===== config.mk =====
export PLATFORM = sky130hd
export DESIGN_NAME = flash_wprot_unit
export DESIGN_NICKNAME = d
export VERILOG_FILES = /design/src/rtl/fwp_pkg.sv /design/src/rtl/fwp_addr_map.sv /design/src/rtl/fwp_regs.sv /design/src/rtl/fwp_cmd_seq.sv /design/src/rtl/flash_wprot_unit.sv
export SDC_FILE = /design/constraint.sdc
export NUM_CORES = 1
export LEC_CHECK = 0
export BUFFER_PORTS_ARGS = -buffer_cell sky130_fd_sc_hd__buf_4
export CORE_MARGIN = 2
export CORE_UTILIZATION = 50
export CTS_CLUSTER_SIZE = 40
export DETAILED_ROUTE_END_ITERATION = 10
export GPL_TIMING_DRIVEN = 0
export PLACE_DENSITY = 0.83
export SKIP_LAST_GASP = 1
export SYNTH_ARGS = -nofsm -noshare
export SYNTH_HDL_FRONTEND = slang
export SYNTH_SLANG_ARGS = --single-unit

===== constraint.sdc =====
create_clock -name clk -period 2.9 [get_ports clk]
set_clock_uncertainty 0.15 [all_clocks]
set_input_delay 0.435 -clock clk [delete_from_list [all_inputs] [get_ports clk]]
set_output_delay 0.435 -clock clk [all_outputs]
set_load 0.01 [all_outputs]

===== src/rtl/fwp_pkg.sv =====
package fwp_pkg;
  typedef enum logic [1:0] {
    OP_WRITE  = 2'd0,
    OP_PERASE = 2'd1,
    OP_MERASE = 2'd2,
    OP_ABORT  = 2'd3
  } fwp_op_e;

  typedef enum logic [1:0] {
    SEL_KEY   = 2'd0,
    SEL_LOCK  = 2'd1,
    SEL_ABORT = 2'd2,
    SEL_STAT  = 2'd3
  } fwp_sel_e;

  typedef enum logic [1:0] {
    ST_IDLE = 2'd0,
    ST_FWD  = 2'd1,
    ST_WAIT = 2'd2,
    ST_RUN  = 2'd3
  } fwp_state_e;

  localparam logic [31:0] UNLOCK_KEY = 32'h676C7565;
  localparam int unsigned NUM_GROUPS = 32;
endpackage


===== src/rtl/fwp_addr_map.sv =====
module fwp_addr_map #(
  parameter int unsigned ADDR_W     = 20,
  parameter int unsigned PAGE_BYTES = 2048,
  parameter int unsigned NUM_PAGES  = 128
) (
  input  logic [ADDR_W-1:0] addr,
  output logic [4:0]        grp,
  output logic              in_user,
  output logic              is_top
);
  localparam int unsigned USER_BYTES  = PAGE_BYTES * NUM_PAGES;
  localparam int unsigned GROUP_BYTES = USER_BYTES / fwp_pkg::NUM_GROUPS;
  localparam int unsigned GSH         = $clog2(GROUP_BYTES);
  localparam logic [ADDR_W-1:0] USER_END = ADDR_W'(USER_BYTES);
  localparam logic [ADDR_W-1:0] TOP_BASE = ADDR_W'(USER_BYTES - PAGE_BYTES);

  generate
    if (ADDR_W > GSH + 5) begin : g_wide
      assign grp = addr[GSH+4:GSH];
    end else begin : g_exact
      assign grp = addr[ADDR_W-1 -: 5];
    end
  endgenerate

  assign in_user = addr < USER_END;
  assign is_top  = in_user && (addr >= TOP_BASE);
endmodule


===== src/rtl/fwp_regs.sv =====
module fwp_regs
  import fwp_pkg::*;
(
  input  logic        clk,
  input  logic        rst_n,
  input  logic        preload_valid,
  input  logic [31:0] preload_word,
  input  logic        reg_wr,
  input  logic [1:0]  reg_sel,
  input  logic [31:0] reg_wdata,
  input  logic        restore,
  input  logic        merase_take,
  output logic [31:0] lock_word,
  output logic        key_ok,
  output logic        key_err,
  output logic        loaded
);
  logic wr_key, wr_lock, wr_stat, pre_fire;

  assign wr_key   = reg_wr && (fwp_sel_e'(reg_sel) == SEL_KEY);
  assign wr_lock  = reg_wr && (fwp_sel_e'(reg_sel) == SEL_LOCK);
  assign wr_stat  = reg_wr && (fwp_sel_e'(reg_sel) == SEL_STAT);
  assign pre_fire = preload_valid && !loaded;

  always_ff @(posedge clk or negedge rst_n) begin
    if (!rst_n) begin
      lock_word <= '1;
      loaded    <= 1'b0;
    end else if (pre_fire) begin
      lock_word <= preload_word;
      loaded    <= 1'b1;
    end else if (restore) begin
      lock_word <= '1;
    end else if (wr_lock && key_ok) begin
      lock_word <= lock_word & reg_wdata;
    end
  end

  always_ff @(posedge clk or negedge rst_n) begin
    if (!rst_n)                   key_ok <= 1'b0;
    else if (wr_key)              key_ok <= (reg_wdata == UNLOCK_KEY);
    else if (wr_lock || merase_take) key_ok <= 1'b0;
  end

  always_ff @(posedge clk or negedge rst_n) begin
    if (!rst_n)                      key_err <= 1'b0;
    else if (wr_lock && !key_ok)     key_err <= 1'b1;
    else if (wr_stat && reg_wdata[0]) key_err <= 1'b0;
  end

  AST_LOCK_NO_RELEASE: assert property (@(posedge clk) disable iff (!rst_n)
    (!restore && !pre_fire) |=> ((lock_word & ~$past(lock_word)) == '0));
  AST_KEY_SPENT: assert property (@(posedge clk) disable iff (!rst_n)
    (wr_lock || merase_take) && !wr_key |=> !key_ok);
endmodule


===== src/rtl/fwp_cmd_seq.sv =====
module fwp_cmd_seq
  import fwp_pkg::*;
#(
  parameter int unsigned ADDR_W = 20
) (
  input  logic              clk,
  input  logic              rst_n,
  input  logic              cmd_valid,
  input  logic [1:0]        cmd_op,
  input  logic [ADDR_W-1:0] cmd_addr,
  output logic              cmd_ready,
  output logic              cmd_reject,
  input  logic              loaded,
  input  logic [31:0]       lock_word,
  input  logic              key_ok,
  input  logic [4:0]        grp,
  input  logic              in_user,
  input  logic              is_top,
  output logic              fwd_valid,
  output logic [1:0]        fwd_op,
  output logic [ADDR_W-1:0] fwd_addr,
  input  logic              fwd_ready,
  input  logic              fl_start,
  input  logic              fl_done,
  output logic              fl_abort,
  output logic              restore,
  output logic              merase_take,
  output logic [ADDR_W-1:0] abort_addr
);
  fwp_state_e        state;
  fwp_op_e           op_in, cur_op;
  logic [ADDR_W-1:0] cur_addr;
  logic              cur_top;
  logic              hs, is_abort, bad, abort_latch;

  assign op_in     = fwp_op_e'(cmd_op);
  assign cmd_ready = loaded && ((state == ST_IDLE) || (op_in == OP_ABORT));
  assign hs        = cmd_valid && cmd_ready;
  assign is_abort  = (op_in == OP_ABORT);

  always_comb begin
    case (op_in)
      OP_WRITE, OP_PERASE: bad = !in_user || !lock_word[grp];
      OP_MERASE:           bad = !key_ok;
      default:             bad = 1'b0;
    endcase
  end

  assign abort_latch = hs && is_abort && (state == ST_RUN) && (cur_op == OP_WRITE);
  assign merase_take = hs && (op_in == OP_MERASE) && !bad;
  assign restore     = (state == ST_RUN) && fl_done && !(hs && is_abort) &&
                       ((cur_op == OP_MERASE) || ((cur_op == OP_PERASE) && cur_top));

  assign fwd_valid = (state == ST_FWD);
  assign fwd_op    = cur_op;
  assign fwd_addr  = cur_addr;

  always_ff @(posedge clk or negedge rst_n) begin
    if (!rst_n) begin
      state      <= ST_IDLE;
      cur_op     <= OP_WRITE;
      cur_addr   <= '0;
      cur_top    <= 1'b0;
      abort_addr <= '0;
      cmd_reject <= 1'b0;
      fl_abort   <= 1'b0;
    end else begin
      cmd_reject <= hs && !is_abort && bad;
      fl_abort   <= hs && is_abort && (state != ST_IDLE);
      if (hs && is_abort) begin
        if (abort_latch) abort_addr <= cur_addr;
        state <= ST_IDLE;
      end else if (hs && !bad) begin
        cur_op   <= op_in;
        cur_addr <= cmd_addr;
        cur_top  <= is_top;
        state    <= ST_FWD;
      end else begin
        case (state)
          ST_FWD:  if (fwd_ready) state <= ST_WAIT;
          ST_WAIT: if (fl_start)  state <= ST_RUN;
          ST_RUN:  if (fl_done)   state <= ST_IDLE;
          default: state <= ST_IDLE;
        endcase
      end
    end
  end

  AST_REJECT_NOT_FORWARDED: assert property (@(posedge clk) disable iff (!rst_n)
    cmd_reject |-> !fwd_valid);
  AST_FWD_HELD: assert property (@(posedge clk) disable iff (!rst_n)
    fwd_valid && !fwd_ready && !(cmd_valid && is_abort) |=>
      fwd_valid && $stable(fwd_addr) && $stable(fwd_op));
  AST_ABORT_ADDR_KEPT: assert property (@(posedge clk) disable iff (!rst_n)
    !abort_latch |=> $stable(abort_addr));
endmodule


===== src/rtl/flash_wprot_unit.sv =====
module flash_wprot_unit
  import fwp_pkg::*;
#(
  parameter int unsigned ADDR_W     = 20,
  parameter int unsigned PAGE_BYTES = 2048,
  parameter int unsigned NUM_PAGES  = 128
) (
  input  logic              clk,
  input  logic              rst_n,
  input  logic              preload_valid,
  input  logic [31:0]       preload_word,
  input  logic              reg_wr,
  input  logic [1:0]        reg_sel,
  input  logic [31:0]       reg_wdata,
  output logic [31:0]       reg_rdata,
  input  logic              cmd_valid,
  output logic              cmd_ready,
  input  logic [1:0]        cmd_op,
  input  logic [ADDR_W-1:0] cmd_addr,
  output logic              cmd_reject,
  output logic              fwd_valid,
  input  logic              fwd_ready,
  output logic [1:0]        fwd_op,
  output logic [ADDR_W-1:0] fwd_addr,
  input  logic              fl_start,
  input  logic              fl_done,
  output logic              fl_abort
);
  logic [31:0]       lock_word;
  logic              key_ok, key_err, loaded, restore, merase_take;
  logic [4:0]        grp;
  logic              in_user, is_top;
  logic [ADDR_W-1:0] abort_addr;

  fwp_addr_map #(.ADDR_W(ADDR_W), .PAGE_BYTES(PAGE_BYTES), .NUM_PAGES(NUM_PAGES)) u_map (
    .addr(cmd_addr), .grp(grp), .in_user(in_user), .is_top(is_top));

  fwp_regs u_regs (
    .clk(clk), .rst_n(rst_n), .preload_valid(preload_valid), .preload_word(preload_word),
    .reg_wr(reg_wr), .reg_sel(reg_sel), .reg_wdata(reg_wdata), .restore(restore),
    .merase_take(merase_take), .lock_word(lock_word), .key_ok(key_ok),
    .key_err(key_err), .loaded(loaded));

  fwp_cmd_seq #(.ADDR_W(ADDR_W)) u_seq (
    .clk(clk), .rst_n(rst_n), .cmd_valid(cmd_valid), .cmd_op(cmd_op), .cmd_addr(cmd_addr),
    .cmd_ready(cmd_ready), .cmd_reject(cmd_reject), .loaded(loaded), .lock_word(lock_word),
    .key_ok(key_ok), .grp(grp), .in_user(in_user), .is_top(is_top),
    .fwd_valid(fwd_valid), .fwd_op(fwd_op), .fwd_addr(fwd_addr), .fwd_ready(fwd_ready),
    .fl_start(fl_start), .fl_done(fl_done), .fl_abort(fl_abort), .restore(restore),
    .merase_take(merase_take), .abort_addr(abort_addr));

  always_comb begin
    case (fwp_sel_e'(reg_sel))
      SEL_LOCK:  reg_rdata = lock_word;
      SEL_ABORT: reg_rdata = 32'(abort_addr);
      SEL_STAT:  reg_rdata = {31'd0, key_err};
      default:   reg_rdata = 32'd0;
    endcase
  end

  AST_CLOSED_UNTIL_LOADED: assert property (@(posedge clk) disable iff (!rst_n)
    !loaded |-> !cmd_ready);
endmodule


==> summary.txt <==
Power
  • Max IR drop VDD: 427.4 uV
  • Leakage Power: about 2.8 nW
  • Tot Pwr: about 4.3 mW
  • Pwr Density: around 750 mW/mm^2

Route
  • Final ANT Viol Nets: 0
  • DRC: 0
  • Routed WL: 12.67 mm
  • Vias per cell: between 5 and 6
  • DR WL/cell: 18.97 um
  • Initial DRC Count: approximately 250
  • Drt first pass iters: 5
  • Via count: around 3900

Die
  • Core area: ~0.0083 sq mm
  • Die H: roughly 97 um
  • Die area: 0.009362 sq mm
  • IO Count: about 150
  • Die W: ~97 um
  • Starting Density: a little over half
  • Num rows: 33

Logic synthesis
  • Top cell type by total area after synthesis: dfrtp_1
  • Mapped Nets: between 400 and 500
  • Largest family of logic cells by synthesized area: simple AND/OR/NAND/NOR gates
  • Synth Area in XOR/XNOR: 0%
  • Syn avg cell area: 10.89 sq um
  • Post-synth cell types: 47
  • Post-synthesis sequential area ratio: between 40% and 50%
  • Adder-Cell Fraction of Synth Area: roughly 1.5%
  • Syn. warnings: 0
  • Top FF cell, synth: dfrtp_1
  • Synth Area in Simple Gates: between 10% and 20%
  • Most frequent cell after synthesis: o21ai_0
  • Top cell type's share of synthesized area: roughly 29%
  • Synth Cell Area: around 0.0043 sq mm
  • Post-synth EDFFs: 0
  • Async SR Flop Fraction: 100.0%
  • Yosys reg bits: between 80 and 90
  • Post-synthesis mux area share: between 15 and 20%
  • Cells after synthesis: approximately 400
  • Compound-Gate Fraction of Synth Area: approximately 16%
  • Top cells by area, synth: dfrtp_1, dfstp_2, mux2_2
  • Commonest cells in the netlist: o21ai_0, dfrtp_1, nor2_1, dfstp_2, mux2_2

Worst hold path
  • Hold Path Class: in2async

Worst setup path
  • Reg-to-Reg Start: u_regs.lock_word[16]
  • Worst r2r dst: u_seq.fwd_addr[14]
  • CP Max Fanout: 10
  • Critical Path AT: approximately 2.8 ns
  • R2r setup slk: approximately 0.22 ns
  • CP Data Required Time: about 3.0 ns
  • Setup CP Type: reg2reg
  • Setup crit end kind: flop
  • CP Launch Type: flop
  • Worst r2r path cells: 7

Clock network
  • Worst-path clk slew: ~0.090 ns
  • CTS tree: built
  • Worst skew pair latency: approximately 0.36 ns
  • Num CTS Buffers: 9
  • Clock root buffer: clkbuf_8
  • Maximum clock path buffer count: 2
  • CTS sink cnt: 82
  • H-Tree Depth: 3
  • Post-CTS Repair Setup Buffers: 0
  • Post-CTS Hold Fix Bufs: 0

Global route
  • Vias in the first global route: 3828
  • GRT overflow: 0
  • Initial antenna violation count: 0
  • Pin count of the biggest net entering global routing: 83
  • Total global routing track utilization: between 20 and 30%
  • First-pass GRT wire length: 19.87 mm

Cells and area
  • Diodes inserted: 0
  • Synthesis-to-finish area growth: 34.99%
  • Non-Filler Instances: around 670
  • Share of cells above drive strength 1: between 40 and 50%
  • Fin util: 70.32%
  • Final net count: around 660
  • Post-route cell area: 0.005807 sq mm

STA
  • Final Hold Fails: 0
  • Slew at the pin with the worst max-slew slack: between 1 and 1.5 ns
  • Setup repair after global routing missed its margin: false
  • Tcrit/Tclk final: around 92%
  • Final min period: roughly 2.7 ns
  • Max frequency: ~370 MHz
  • # setup viols final: 0
  • Max-slew headroom: between 30% and 40%
  • Setup TNS: 0 ns
  • Slew Viols, Final: 0

Placement
  • Dpl hpwl: slightly below 10 mm
  • Gp weighted congestion: about 0.9
  • Cell Area, Placed: between 0.005 and 0.006 sq mm
  • Placed insts: approximately 650
  • Input/output buffers: 152

Outcome
  • Status: finished, final reports clean

Flow run
  • Maxcap violations: 0
-- where the power goes --
part	internal (mW)	leakage [nW]	switching (mW)
clock network	0.494	0.115	0.450
registers	1.68	0.977	0.333
logic	0.768	1.68	0.615
total	2.94	2.77	1.40
-- stage by stage --
step / setup slack (ns) / hold WS [ns]
6_report: 0.2212 / 0.07921
5_1_grt: 0.1139 / 0.1232
4_1_cts: 0.04799 / 0.1185
3_5_place_dp: 0.03147 / 0.3459
3_3_place_gp: 0.07756 / 0.3357
2_1_floorplan: 0.3671 / -0.01059
-- worst max-delay path by stage --
stage | startpoint | cells after the start | slack (ns) | end
finish | u_regs.lock_word[16] | 7 | 0.22 | u_seq.fwd_addr[14]
global route | u_regs.lock_word[16] | 7 | 0.11 | u_seq.fwd_addr[14]
CTS | u_regs.loaded | 9 | 0.05 | u_regs.lock_word[19]
detailed placement | cmd_addr[13] | 8 | 0.03 | u_seq.fwd_addr[14]
global placement | cmd_addr[13] | 8 | 0.08 | u_seq.fwd_addr[11]
floorplan | cmd_addr[14] | 8 | 0.37 | u_seq.fwd_addr[10]
-- critical path: stages, from the launching register on --
cell and delay [ns]:
dfstp_2 0.57, mux4_1 0.25, a2bb2oi_1 0.19, a211oi_2 0.12, nor4b_4 0.64, nor2_8 0.12, buf_6 0.22, mux2_4 0.30
-- placed cells by master, fill, tap and decap left out, drive strengths merged, types with 4 or more instances in the layout --
master	n
buf	156
o21ai	54
dfrtp	50
nor2	40
mux2	39
dfstp	32
clkbuf	27
nor2b	21
a22o	20
a21oi	18
and2	13
inv	12
nand2	10
mux2i	9
nand3	5
nor3	5
ha	5
nor4	4
mux4	4
-- cells by family after synthesis --
family | count (synthesis)
AND/OR/NAND/NOR | 119
buffers and inverters | 31
multiplexers | 52
AO/OA/AOI/OAI | 106
adder cells (fa/ha/maj) | 5
flip-flops | 82
-- sequential cells by signal, summed over array words and instances (netlist names) --
register	cells
u_seq.fl_abort	1
u_regs.key_ok	1
u_regs.loaded	1
u_seq.cmd_reject	1
u_seq.cur_top	1
u_regs.lock_word	32
u_seq.state	2
u_regs.key_err	1
u_seq.fwd_addr	20
u_seq.fwd_op	2
u_seq.abort_addr	20
-- metal layers --
| layer | vias up | routed length [um] | global-route usage (%) |
|---|---|---|---|
| met4 | 0 | 284 | 8.667 |
| met1 | 1857 | 5160 | 35.51 |
| li1 | 1765 | - | - |
| met3 | 28 | 1048 | 7.225 |
| met2 | 206 | 6178 | 43.64 |
| met5 | - | 0 | 0 |
-- cell type report --
type	instances	area, sq um
Buffer	22	106.4
Clock buffer	9	123.9
Clock inverter	7	100.1
Fill cell	654	2451
Inverter	9	33.78
Multi-Input combinational cell	282	2078
Sequential cell	82	2092
Tap cell	105	131.4
Timing Repair Buffer	152	1141
-- what timing repair did --
item,CTS,global route
hold endpoints to repair,0,0
endpoints found under the setup margin,0,10
gates resized for setup,0,3
No activity file was read; power rests on OpenSTA's default activity.
